**src/rtl/jtag_cfg_pkg.sv**
```systemverilog
package jtag_cfg_pkg;

  typedef enum logic [3:0] {
    TS_RESET, TS_IDLE,
    TS_SEL_DR, TS_CAP_DR, TS_SH_DR, TS_EX1_DR, TS_PAU_DR, TS_EX2_DR, TS_UPD_DR,
    TS_SEL_IR, TS_CAP_IR, TS_SH_IR, TS_EX1_IR, TS_PAU_IR, TS_EX2_IR, TS_UPD_IR
  } tap_state_e;

  localparam int unsigned IR_W = 5;

  localparam logic [IR_W-1:0] OP_IDCODE   = 5'h00;
  localparam logic [IR_W-1:0] OP_USERCODE = 5'h03;
  localparam logic [IR_W-1:0] OP_LD_ADDR  = 5'h04;
  localparam logic [IR_W-1:0] OP_RD_DATA  = 5'h05;
  localparam logic [IR_W-1:0] OP_WR_DATA  = 5'h06;
  localparam logic [IR_W-1:0] OP_REBOOT   = 5'h07;
  localparam logic [IR_W-1:0] OP_SAVE     = 5'h08;
  localparam logic [IR_W-1:0] OP_PAGE_ON  = 5'h09;
  localparam logic [IR_W-1:0] OP_PAGE_OFF = 5'h0A;
  localparam logic [IR_W-1:0] OP_USER_ON  = 5'h0B;
  localparam logic [IR_W-1:0] OP_USER_OFF = 5'h0C;
  localparam logic [IR_W-1:0] OP_BYPASS   = 5'h1F;

  localparam int unsigned CMD_W        = 6;
  localparam int unsigned CMD_REBOOT   = 0;
  localparam int unsigned CMD_SAVE     = 1;
  localparam int unsigned CMD_PAGE_ON  = 2;
  localparam int unsigned CMD_PAGE_OFF = 3;
  localparam int unsigned CMD_USER_ON  = 4;
  localparam int unsigned CMD_USER_OFF = 5;

  typedef enum logic [2:0] {
    DS_BYP, DS_ID, DS_USER, DS_ADDR, DS_DATA
  } dr_sel_e;

  function automatic dr_sel_e dr_select(logic [IR_W-1:0] op);
    case (op)
      OP_IDCODE:              return DS_ID;
      OP_USERCODE:            return DS_USER;
      OP_LD_ADDR:             return DS_ADDR;
      OP_RD_DATA, OP_WR_DATA: return DS_DATA;
      default:                return DS_BYP;
    endcase
  endfunction

endpackage

```
**src/rtl/jtag_tap_fsm.sv**
```systemverilog
module jtag_tap_fsm
  import jtag_cfg_pkg::*;
(
  input  logic       tck_i,
  input  logic       rst_ni,
  input  logic       tms_i,
  output tap_state_e state_o
);

  tap_state_e st_q, st_d;

  always_comb begin
    st_d = st_q;
    unique case (st_q)
      TS_RESET:  st_d = tms_i ? TS_RESET  : TS_IDLE;
      TS_IDLE:   st_d = tms_i ? TS_SEL_DR : TS_IDLE;
      TS_SEL_DR: st_d = tms_i ? TS_SEL_IR : TS_CAP_DR;
      TS_CAP_DR: st_d = tms_i ? TS_EX1_DR : TS_SH_DR;
      TS_SH_DR:  st_d = tms_i ? TS_EX1_DR : TS_SH_DR;
      TS_EX1_DR: st_d = tms_i ? TS_UPD_DR : TS_PAU_DR;
      TS_PAU_DR: st_d = tms_i ? TS_EX2_DR : TS_PAU_DR;
      TS_EX2_DR: st_d = tms_i ? TS_UPD_DR : TS_SH_DR;
      TS_UPD_DR: st_d = tms_i ? TS_SEL_DR : TS_IDLE;
      TS_SEL_IR: st_d = tms_i ? TS_RESET  : TS_CAP_IR;
      TS_CAP_IR: st_d = tms_i ? TS_EX1_IR : TS_SH_IR;
      TS_SH_IR:  st_d = tms_i ? TS_EX1_IR : TS_SH_IR;
      TS_EX1_IR: st_d = tms_i ? TS_UPD_IR : TS_PAU_IR;
      TS_PAU_IR: st_d = tms_i ? TS_EX2_IR : TS_PAU_IR;
      TS_EX2_IR: st_d = tms_i ? TS_UPD_IR : TS_SH_IR;
      TS_UPD_IR: st_d = tms_i ? TS_SEL_DR : TS_IDLE;
      default:   st_d = TS_RESET;
    endcase
  end

  always_ff @(posedge tck_i or negedge rst_ni) begin
    if (!rst_ni) st_q <= TS_RESET;
    else         st_q <= st_d;
  end

  assign state_o = st_q;

endmodule

```
**src/rtl/jtag_ir.sv**
```systemverilog
module jtag_ir
  import jtag_cfg_pkg::*;
(
  input  logic            tck_i,
  input  logic            rst_ni,
  input  tap_state_e      state_i,
  input  logic            tdi_i,
  output logic            ir_tdo_o,
  output logic [IR_W-1:0] ir_shift_o,
  output logic [IR_W-1:0] instr_o
);

  localparam logic [IR_W-1:0] CAPTURE_PAT = IR_W'(1);

  logic [IR_W-1:0] sh_q, instr_q;

  always_ff @(posedge tck_i or negedge rst_ni) begin
    if (!rst_ni) begin
      sh_q <= CAPTURE_PAT;
    end else if (state_i == TS_CAP_IR) begin
      sh_q <= CAPTURE_PAT;
    end else if (state_i == TS_SH_IR) begin
      sh_q <= {tdi_i, sh_q[IR_W-1:1]};
    end
  end

  // parallel stage moves on the falling edge only
  always_ff @(negedge tck_i or negedge rst_ni) begin
    if (!rst_ni)                     instr_q <= OP_IDCODE;
    else if (state_i == TS_RESET)    instr_q <= OP_IDCODE;
    else if (state_i == TS_UPD_IR)   instr_q <= sh_q;
  end

  assign ir_tdo_o   = sh_q[0];
  assign ir_shift_o = sh_q;
  assign instr_o    = instr_q;

endmodule

```
**src/rtl/jtag_cmd.sv**
```systemverilog
module jtag_cmd
  import jtag_cfg_pkg::*;
(
  input  logic             tck_i,
  input  logic             rst_ni,
  input  tap_state_e       state_i,
  input  logic [IR_W-1:0]  ir_new_i,
  output logic [CMD_W-1:0] cmd_o,
  output logic             flash_page_o,
  output logic             user_flash_o
);

  logic [CMD_W-1:0] cmd_q;
  logic             page_q, user_q;

  always_ff @(negedge tck_i or negedge rst_ni) begin
    if (!rst_ni) begin
      cmd_q  <= '0;
      page_q <= 1'b0;
      user_q <= 1'b0;
    end else begin
      cmd_q <= '0;
      if (state_i == TS_UPD_IR) begin
        case (ir_new_i)
          OP_REBOOT: cmd_q[CMD_REBOOT] <= 1'b1;
          OP_SAVE:   cmd_q[CMD_SAVE]   <= 1'b1;
          OP_PAGE_ON: begin
            cmd_q[CMD_PAGE_ON] <= 1'b1;
            page_q             <= 1'b1;
          end
          OP_PAGE_OFF: begin
            cmd_q[CMD_PAGE_OFF] <= 1'b1;
            page_q              <= 1'b0;
            user_q              <= 1'b0;
          end
          OP_USER_ON: begin
            // accepted only inside an open flash page
            if (page_q) begin
              cmd_q[CMD_USER_ON] <= 1'b1;
              user_q             <= 1'b1;
            end
          end
          OP_USER_OFF: begin
            cmd_q[CMD_USER_OFF] <= 1'b1;
            user_q              <= 1'b0;
          end
          default: ;
        endcase
      end
    end
  end

  assign cmd_o        = cmd_q;
  assign flash_page_o = page_q;
  assign user_flash_o = user_q;

endmodule

```
**src/rtl/jtag_dr.sv**
```systemverilog
module jtag_dr
  import jtag_cfg_pkg::*;
#(
  parameter int unsigned    ADDR_W     = 8,
  parameter int unsigned    DATA_W     = 8,
  parameter logic [3:0]     ID_VERSION = 4'h1,
  parameter logic [15:0]    ID_PART    = 16'h4A17,
  parameter logic [10:0]    ID_MFR     = 11'h0B5,
  parameter logic [31:0]    USER_CODE  = 32'hC0DE_1234
) (
  input  logic              tck_i,
  input  logic              rst_ni,
  input  tap_state_e        state_i,
  input  logic              tdi_i,
  input  logic [IR_W-1:0]   instr_i,
  input  logic [DATA_W-1:0] rf_rdata_i,
  output logic              dr_tdo_o,
  output logic [ADDR_W-1:0] rf_addr_o,
  output logic [DATA_W-1:0] rf_wdata_o,
  output logic              rf_we_o
);

  localparam int unsigned ID_W = 32;
  localparam int unsigned DR_W = (ID_W > ADDR_W) ? ((ID_W > DATA_W) ? ID_W : DATA_W)
                                                 : ((ADDR_W > DATA_W) ? ADDR_W : DATA_W);
  localparam logic [ID_W-1:0] ID_VAL = {ID_VERSION, ID_PART, ID_MFR, 1'b1};

  dr_sel_e           sel;
  logic [DR_W-1:0]   dr_q, dr_nxt, ins_mask, cap_val;
  logic [ADDR_W-1:0] addr_q;
  logic [DATA_W-1:0] wdata_q;
  logic              we_q;

  assign sel = dr_select(instr_i);

  always_comb begin
    unique case (sel)
      DS_ID:   begin ins_mask = DR_W'(1) << (ID_W - 1);   cap_val = DR_W'(ID_VAL);     end
      DS_USER: begin ins_mask = DR_W'(1) << (ID_W - 1);   cap_val = DR_W'(USER_CODE);  end
      DS_ADDR: begin ins_mask = DR_W'(1) << (ADDR_W - 1); cap_val = DR_W'(addr_q);     end
      DS_DATA: begin ins_mask = DR_W'(1) << (DATA_W - 1); cap_val = DR_W'(rf_rdata_i); end
      default: begin ins_mask = DR_W'(1);                 cap_val = '0;                end
    endcase
  end

  // TDI enters at the top bit of the selected length
  assign dr_nxt = ((dr_q >> 1) & ~ins_mask) | (ins_mask & {DR_W{tdi_i}});

  always_ff @(posedge tck_i or negedge rst_ni) begin
    if (!rst_ni)                     dr_q <= '0;
    else if (state_i == TS_CAP_DR)   dr_q <= cap_val;
    else if (state_i == TS_SH_DR)    dr_q <= dr_nxt;
  end

  always_ff @(negedge tck_i or negedge rst_ni) begin
    if (!rst_ni) begin
      addr_q  <= '0;
      wdata_q <= '0;
      we_q    <= 1'b0;
    end else begin
      we_q <= 1'b0;
      if (state_i == TS_UPD_DR) begin
        if (instr_i == OP_LD_ADDR) addr_q <= dr_q[ADDR_W-1:0];
        if (instr_i == OP_WR_DATA) begin
          wdata_q <= dr_q[DATA_W-1:0];
          we_q    <= 1'b1;
        end
      end
    end
  end

  assign dr_tdo_o   = dr_q[0];
  assign rf_addr_o  = addr_q;
  assign rf_wdata_o = wdata_q;
  assign rf_we_o    = we_q;

endmodule

```
**src/rtl/jtag_cfg_port.sv**
```systemverilog
module jtag_cfg_port
  import jtag_cfg_pkg::*;
#(
  parameter int unsigned ADDR_W     = 8,
  parameter int unsigned DATA_W     = 8,
  parameter logic [3:0]  ID_VERSION = 4'h1,
  parameter logic [15:0] ID_PART    = 16'h4A17,
  parameter logic [10:0] ID_MFR     = 11'h0B5,
  parameter logic [31:0] USER_CODE  = 32'hC0DE_1234
) (
  input  logic              tck_i,
  input  logic              rst_ni,
  input  logic              tms_i,
  input  logic              tdi_i,
  output logic              tdo_o,
  output logic              tdo_oe_o,
  output logic [ADDR_W-1:0] rf_addr_o,
  output logic [DATA_W-1:0] rf_wdata_o,
  output logic              rf_we_o,
  input  logic [DATA_W-1:0] rf_rdata_i,
  output logic [5:0]        cmd_o,
  output logic              flash_page_o,
  output logic              user_flash_o
);

  tap_state_e      tap_state;
  logic            ir_tdo, dr_tdo;
  logic [IR_W-1:0] ir_shift, instr;
  logic            tdo_q, oe_q;

  jtag_tap_fsm u_fsm (
    .tck_i   (tck_i),
    .rst_ni  (rst_ni),
    .tms_i   (tms_i),
    .state_o (tap_state)
  );

  jtag_ir u_ir (
    .tck_i      (tck_i),
    .rst_ni     (rst_ni),
    .state_i    (tap_state),
    .tdi_i      (tdi_i),
    .ir_tdo_o   (ir_tdo),
    .ir_shift_o (ir_shift),
    .instr_o    (instr)
  );

  jtag_cmd u_cmd (
    .tck_i        (tck_i),
    .rst_ni       (rst_ni),
    .state_i      (tap_state),
    .ir_new_i     (ir_shift),
    .cmd_o        (cmd_o),
    .flash_page_o (flash_page_o),
    .user_flash_o (user_flash_o)
  );

  jtag_dr #(
    .ADDR_W     (ADDR_W),
    .DATA_W     (DATA_W),
    .ID_VERSION (ID_VERSION),
    .ID_PART    (ID_PART),
    .ID_MFR     (ID_MFR),
    .USER_CODE  (USER_CODE)
  ) u_dr (
    .tck_i      (tck_i),
    .rst_ni     (rst_ni),
    .state_i    (tap_state),
    .tdi_i      (tdi_i),
    .instr_i    (instr),
    .rf_rdata_i (rf_rdata_i),
    .dr_tdo_o   (dr_tdo),
    .rf_addr_o  (rf_addr_o),
    .rf_wdata_o (rf_wdata_o),
    .rf_we_o    (rf_we_o)
  );

  always_ff @(negedge tck_i or negedge rst_ni) begin
    if (!rst_ni) begin
      tdo_q <= 1'b0;
      oe_q  <= 1'b0;
    end else begin
      oe_q <= (tap_state == TS_SH_IR) || (tap_state == TS_SH_DR);
      if (tap_state == TS_SH_IR)      tdo_q <= ir_tdo;
      else if (tap_state == TS_SH_DR) tdo_q <= dr_tdo;
    end
  end

  assign tdo_o    = tdo_q;
  assign tdo_oe_o = oe_q;

endmodule

```
**config.mk**
```make
export PLATFORM = sky130hd
export DESIGN_NAME = jtag_cfg_port
export DESIGN_NICKNAME = d
export VERILOG_FILES = /design/src/rtl/jtag_cfg_pkg.sv /design/src/rtl/jtag_tap_fsm.sv /design/src/rtl/jtag_ir.sv /design/src/rtl/jtag_cmd.sv /design/src/rtl/jtag_dr.sv /design/src/rtl/jtag_cfg_port.sv
export SDC_FILE = /design/constraint.sdc
export NUM_CORES = 1
export LEC_CHECK = 0
export BUFFER_PORTS_ARGS = -buffer_cell sky130_fd_sc_hd__buf_2
export CAP_MARGIN = 20
export CORE_MARGIN = 4
export CORE_UTILIZATION = 30
export DETAILED_ROUTE_END_ITERATION = 8
export GPL_ROUTABILITY_DRIVEN = 0
export GPL_TIMING_DRIVEN = 0
export HOLD_SLACK_MARGIN = 0.12
export PLACE_DENSITY_LB_ADDON = 0.15
export REMOVE_ABC_BUFFERS = 1
export SYNTH_ARGS = -nofsm -noshare
export SYNTH_HDL_FRONTEND = slang
export SYNTH_HIERARCHICAL = 1
export SYNTH_SLANG_ARGS = --single-unit
export TNS_END_PERCENT = 20
```
**constraint.sdc**
```tcl
create_clock -name tck_i -period 2.16 [get_ports tck_i]
set_input_delay 0.216 -clock tck_i [delete_from_list [all_inputs] [get_ports tck_i]]
set_output_delay 0.216 -clock tck_i [all_outputs]
set_load 0.05 [all_outputs]
```
Yosys cells after proc, flatten, opt, wreduce, memory -nomap -nowiden
Index checks and enable logic that the tools add are counted.
{"block": "word_totals", "reg_bits": 73, "input_bits": 12, "out_inout_bits": 27, "word_cells": 103}
{"block": "classes", "eq_ne": 30, "muxes": 37, "bitwise_logic": 4, "n_reduce_logical": 20}
{"operator": "case mux 32 bit (4 select lines)", "n": 1}
{"operator": "two-way mux 32 bit", "n": 2}
{"operator": "case mux 32 bit (2 select lines)", "n": 1}
{"operator": "case mux 4 bit (12 select lines)", "n": 1}
{"operator": "AND 31 x 32 -> 32 bit", "n": 1}
{"operator": "AND 32 bit", "n": 1}
{"operator": "== test 4 bit, second input constant", "n": 8}
{"operator": "NOT 32 bit", "n": 1}
{"operator": "bitwise OR 32 bit", "n": 1}
{"operator": "== test 5 x 4 -> 1 bit, second input constant", "n": 5}
{"operator": "== test 5 x 3 -> 1 bit, second input constant", "n": 4}
{"operator": "two-way mux 5 bit", "n": 4}
{"operator": "== test 4 x 3 -> 1 bit, second input constant", "n": 4}
{"operator": "two-way mux 4 bit", "n": 4}
{"operator": "two-way mux 1 bit", "n": 15}
{"operator": "case mux 3 bit (4 select lines)", "n": 1}
{"operator": "nonzero test 2 bit", "n": 6}
{"operator": "OR reduction 2 bit", "n": 6}
{"operator": "== test 4 x 2 -> 1 bit, second input constant", "n": 2}
{"operator": "== test 3 x 2 -> 1 bit, second input constant", "n": 2}
{"operator": "two-way mux 2 bit", "n": 3}
{"operator": "two-way mux 3 bit", "n": 2}
{"operator": "two-way mux 6 bit", "n": 1}
{"operator": "AND reduction 2 bit", "n": 3}
{"operator": "other kinds (11)", "n": 12}

Longest topological paths before layout
{"block": "logic_depth", "ltp_word": 11, "ltp_mapped": 6, "depth_no_buf": 4}

Cells and area by module
Netlist, hierarchy kept.
{"mod": "jtag_dr", "n_inst": 1, "cells_each": 220, "area_per_inst_um2": 2331.0, "seq_area_each_um2": 1226.2}
{"mod": "jtag_ir", "n_inst": 1, "cells_each": 47, "area_per_inst_um2": 558.0, "seq_area_each_um2": 251.5}
{"mod": "jtag_cmd", "n_inst": 1, "cells_each": 30, "area_per_inst_um2": 345.3, "seq_area_each_um2": 200.2}
{"mod": "jtag_tap_fsm", "n_inst": 1, "cells_each": 37, "area_per_inst_um2": 314.1, "seq_area_each_um2": 100.1}
{"mod": "jtag_cfg_port", "n_inst": 1, "cells_each": 7, "area_per_inst_um2": 92.6, "seq_area_each_um2": 50.0}

==> qor.yml <==
dr.first_iter.drc_count: 173
die_x_um: 118
clk_latency_ns: 0.34
hold_path_depth: 2
tightestPinTransition_ns: 0.645
power.density_mw_per_mm2: 1560
syn_area_per_cell_um2: 10.7
dpl.hpwl_um: 5280
vias: 2836
final_util_pct: 40.9
dp_cells: 505
maxCapViolations: 0
power_frac_comb_pct: 48.4
syn_area_mm2: 0.00364
pin_count: 39
p_leak_nw: 2.17
violations: "setup timing"
io_buffers: 38
via_per_inst: 5.19
p_seq_share_pct: 33.3
async_flop_share_pct: 100
clock-sinks: 73
grt_pass1_wl_um: 15100
die_h_um: 118
swShare_pct: 41.1
relSlewSlack_pct: 57.0
syn2layout_area_growth_pct: 30.9
finClkSkew_ns: 0.0147
nets: 410
synth_top_area_share_pct: 27.5
synth-simple-area-share_pct: 16.6
crit_type: "flip-flop to flip-flop"
report.final.hold_viol_count: 0
final_cells: 546
synth-seq-area-share_pct: 50.2
total_power_mw: 7.45
rrSetupSlack_ns: -0.47
ant_nets: 0
yosys.area.top_type: "dfrtp_1"
clkPwrFrac_pct: 18.3
synth-adder-area-share_pct: 0
antenna_found_initial: 0
hold_start: "tms_i"
die_area_mm2: 0.0140
setup_ws_ns: -0.469
synth_cells: 341
slew_violations: 0
r2r_end: "u_dr/rf_addr_o[2]"
synth_top_family_by_area: "compound AO/OA/AOI/OAI gates"
track_usage_pct: 13.3
cts_made_buffers: 9
drc: 0
whs_endpoint: "u_fsm/state_o[0]"
rsz0062_at_grt: "yes"
cts.path.max_buffers: 2
peakVddDrop_mv: 0.730
start_util_pct: 31.2
start_kind: "flip-flop"
core_area_mm2: 0.0117
grt_pass1_vias: 2895
routed_wl_um: 8830
final_common_cell: "dfrtp_1"
h-tree-depth: 3
root_buffer: "clkbuf_16"
p_int_mw: 4.38
row_count: 39
worstPathArrival_ns: 1.73
diodes: 0
setup_viol: 83
finalInstanceArea_mm2: 0.00477
synth.distinct_cells: 69
hp-class: "input port to flip-flop"
synth_compound_area_share_pct: 18.3
muxShareOfSynthArea_pct: 9.24
synth_edf_count: 0
cp_max_fo: 8
routedWlPerCell_um: 16.2
status: "finished, violations left"
layout-drive-gt1-share_pct: 35.5
grt_max_degree: 65
synth_flop_cell: "dfrtp_1"
end_kind: "flip-flop"
ys_ff_latch: 73
mostFrequentLayoutCells: "dfrtp_1, buf_6, dfrtn_1"
cp.required_ns: 1.26
cts_tree: "done"
grt-ovfl-total: 0
synth_xor_area_share_pct: 0.481
place_area_mm2: 0.00393
yosysWarnings: 6
first_pass_iters: 6
clkTransAtPathRegs_ns: 0.06
p_switching_mw: 3.06
r2r_start: "u_fsm/state_o[1]"
ff2ff_path_depth: 4
synth.area.top_cells: "dfrtp_1, dfrtn_1, mux2_2"
-- worst max-delay path by stage --
stage / start / end / slack [ns] / cells past startpoint
after floorplan: u_fsm/state_o[1] / u_dr/rf_wdata_o[0] / -0.68 / 4
after global placement: u_fsm/state_o[1] / u_dr/rf_wdata_o[0] / -1.04 / 4
after detailed placement: u_fsm/state_o[1] / u_dr/rf_wdata_o[3] / -1.06 / 4
after CTS: u_fsm/state_o[0] / u_dr/rf_wdata_o[7] / -0.48 / 4
after global routing: u_ir/instr_o[2] / u_dr/dr_q[2] / -0.54 / 4
final: u_fsm/state_o[1] / u_dr/rf_addr_o[2] / -0.47 / 4
-- repair_timing --
action,in CTS,in global routing
gates resized for setup,87,15
hold buffers,1,0
endpoints found under the hold margin,40,0
setup buffers,23,1
pin swaps,19,8
endpoints found under the setup margin,91,91
-- sequential cells by signal, summed over array words and instances, names as in the netlist --
| name | cells |
|---|---|
| u_dr/rf_wdata_o | 8 |
| u_cmd/cmd_o | 6 |
| u_dr/dr_q | 32 |
| tdo_oe_o | 1 |
| u_cmd/flash_page_o | 1 |
| tdo_o | 1 |
| u_fsm/state_o | 4 |
| u_dr/rf_we_o | 1 |
| u_dr/rf_addr_o | 8 |
| u_ir/ir_shift_o | 5 |
| u_cmd/user_flash_o | 1 |
| u_ir/instr_o | 5 |
-- area by class of cell --
class | count | area [um^2]
Clock inverter | 7 | 46.3
Sequential cell | 73 | 1840
Fill cell | 1133 | 6900
Clock buffer | 9 | 225
Multi-Input combinational cell | 237 | 1780
Inverter | 11 | 41.3
Timing Repair Buffer | 66 | 653
Tap cell | 143 | 179
-- synthesized netlist by cell type, drive strengths merged (3+ instances only) --
library cell	number
a22oi	4
inv	11
a311oi	3
nand2b	7
nor2	25
nor3	7
o22ai	7
dfrtn	32
nand2	31
dfrtp	40
a31o	5
o21ai	22
o31a	6
a31oi	3
buf	14
nand3	4
mux2i	13
nor4	3
a21oi	30
o221a	5
mux2	18
nor3b	3
clkbuf	6
nor2b	4
-- critical path: stages (launching register included) --
cell and delay (ns):
dfrtp_4 0.51, nor2_1 0.10, and4b_2 0.34, nand2_4 0.13, mux2_2 0.30
-- layer usage --
metal  wire length (um)  GRT usage [%]
met1               4180           18.0
met2               4150           20.8
met3                397           3.49
met4                110           3.96
met5                  0              0
-- cell families (layout without fill, tap and decap cells) --
family	count (synthesis)	count (layout)
compound gates	99	99
xor+xnor	2	2
buf+inv	31	93
flops	73	73
mux	31	31
simple gates	105	105
-- power groups by stage --
stage	combinational (mW)	clock, mW	sequential [mW]
final	3.61	1.36	2.48
after global routing	3.96	1.47	2.57
after CTS	3.50	1.41	2.48
after detailed placement	2.49	0	2.74
after global placement	2.39	0	2.73
after floorplan	1.62	0	2.83
-- through the flow --
step	hold WS [ns]	setup slack [ns]	TNS [ns]
floorplan	-0.0796	-0.676	-24.94
global placement	0.446	-1.04	-71.25
detailed placement	0.0736	-1.06	-46.52
CTS	0.149	-0.482	-19.88
global route	0.167	-0.537	-24.43
finish	0.161	-0.469	-19.50
Power figures use the tool's default switching activity.
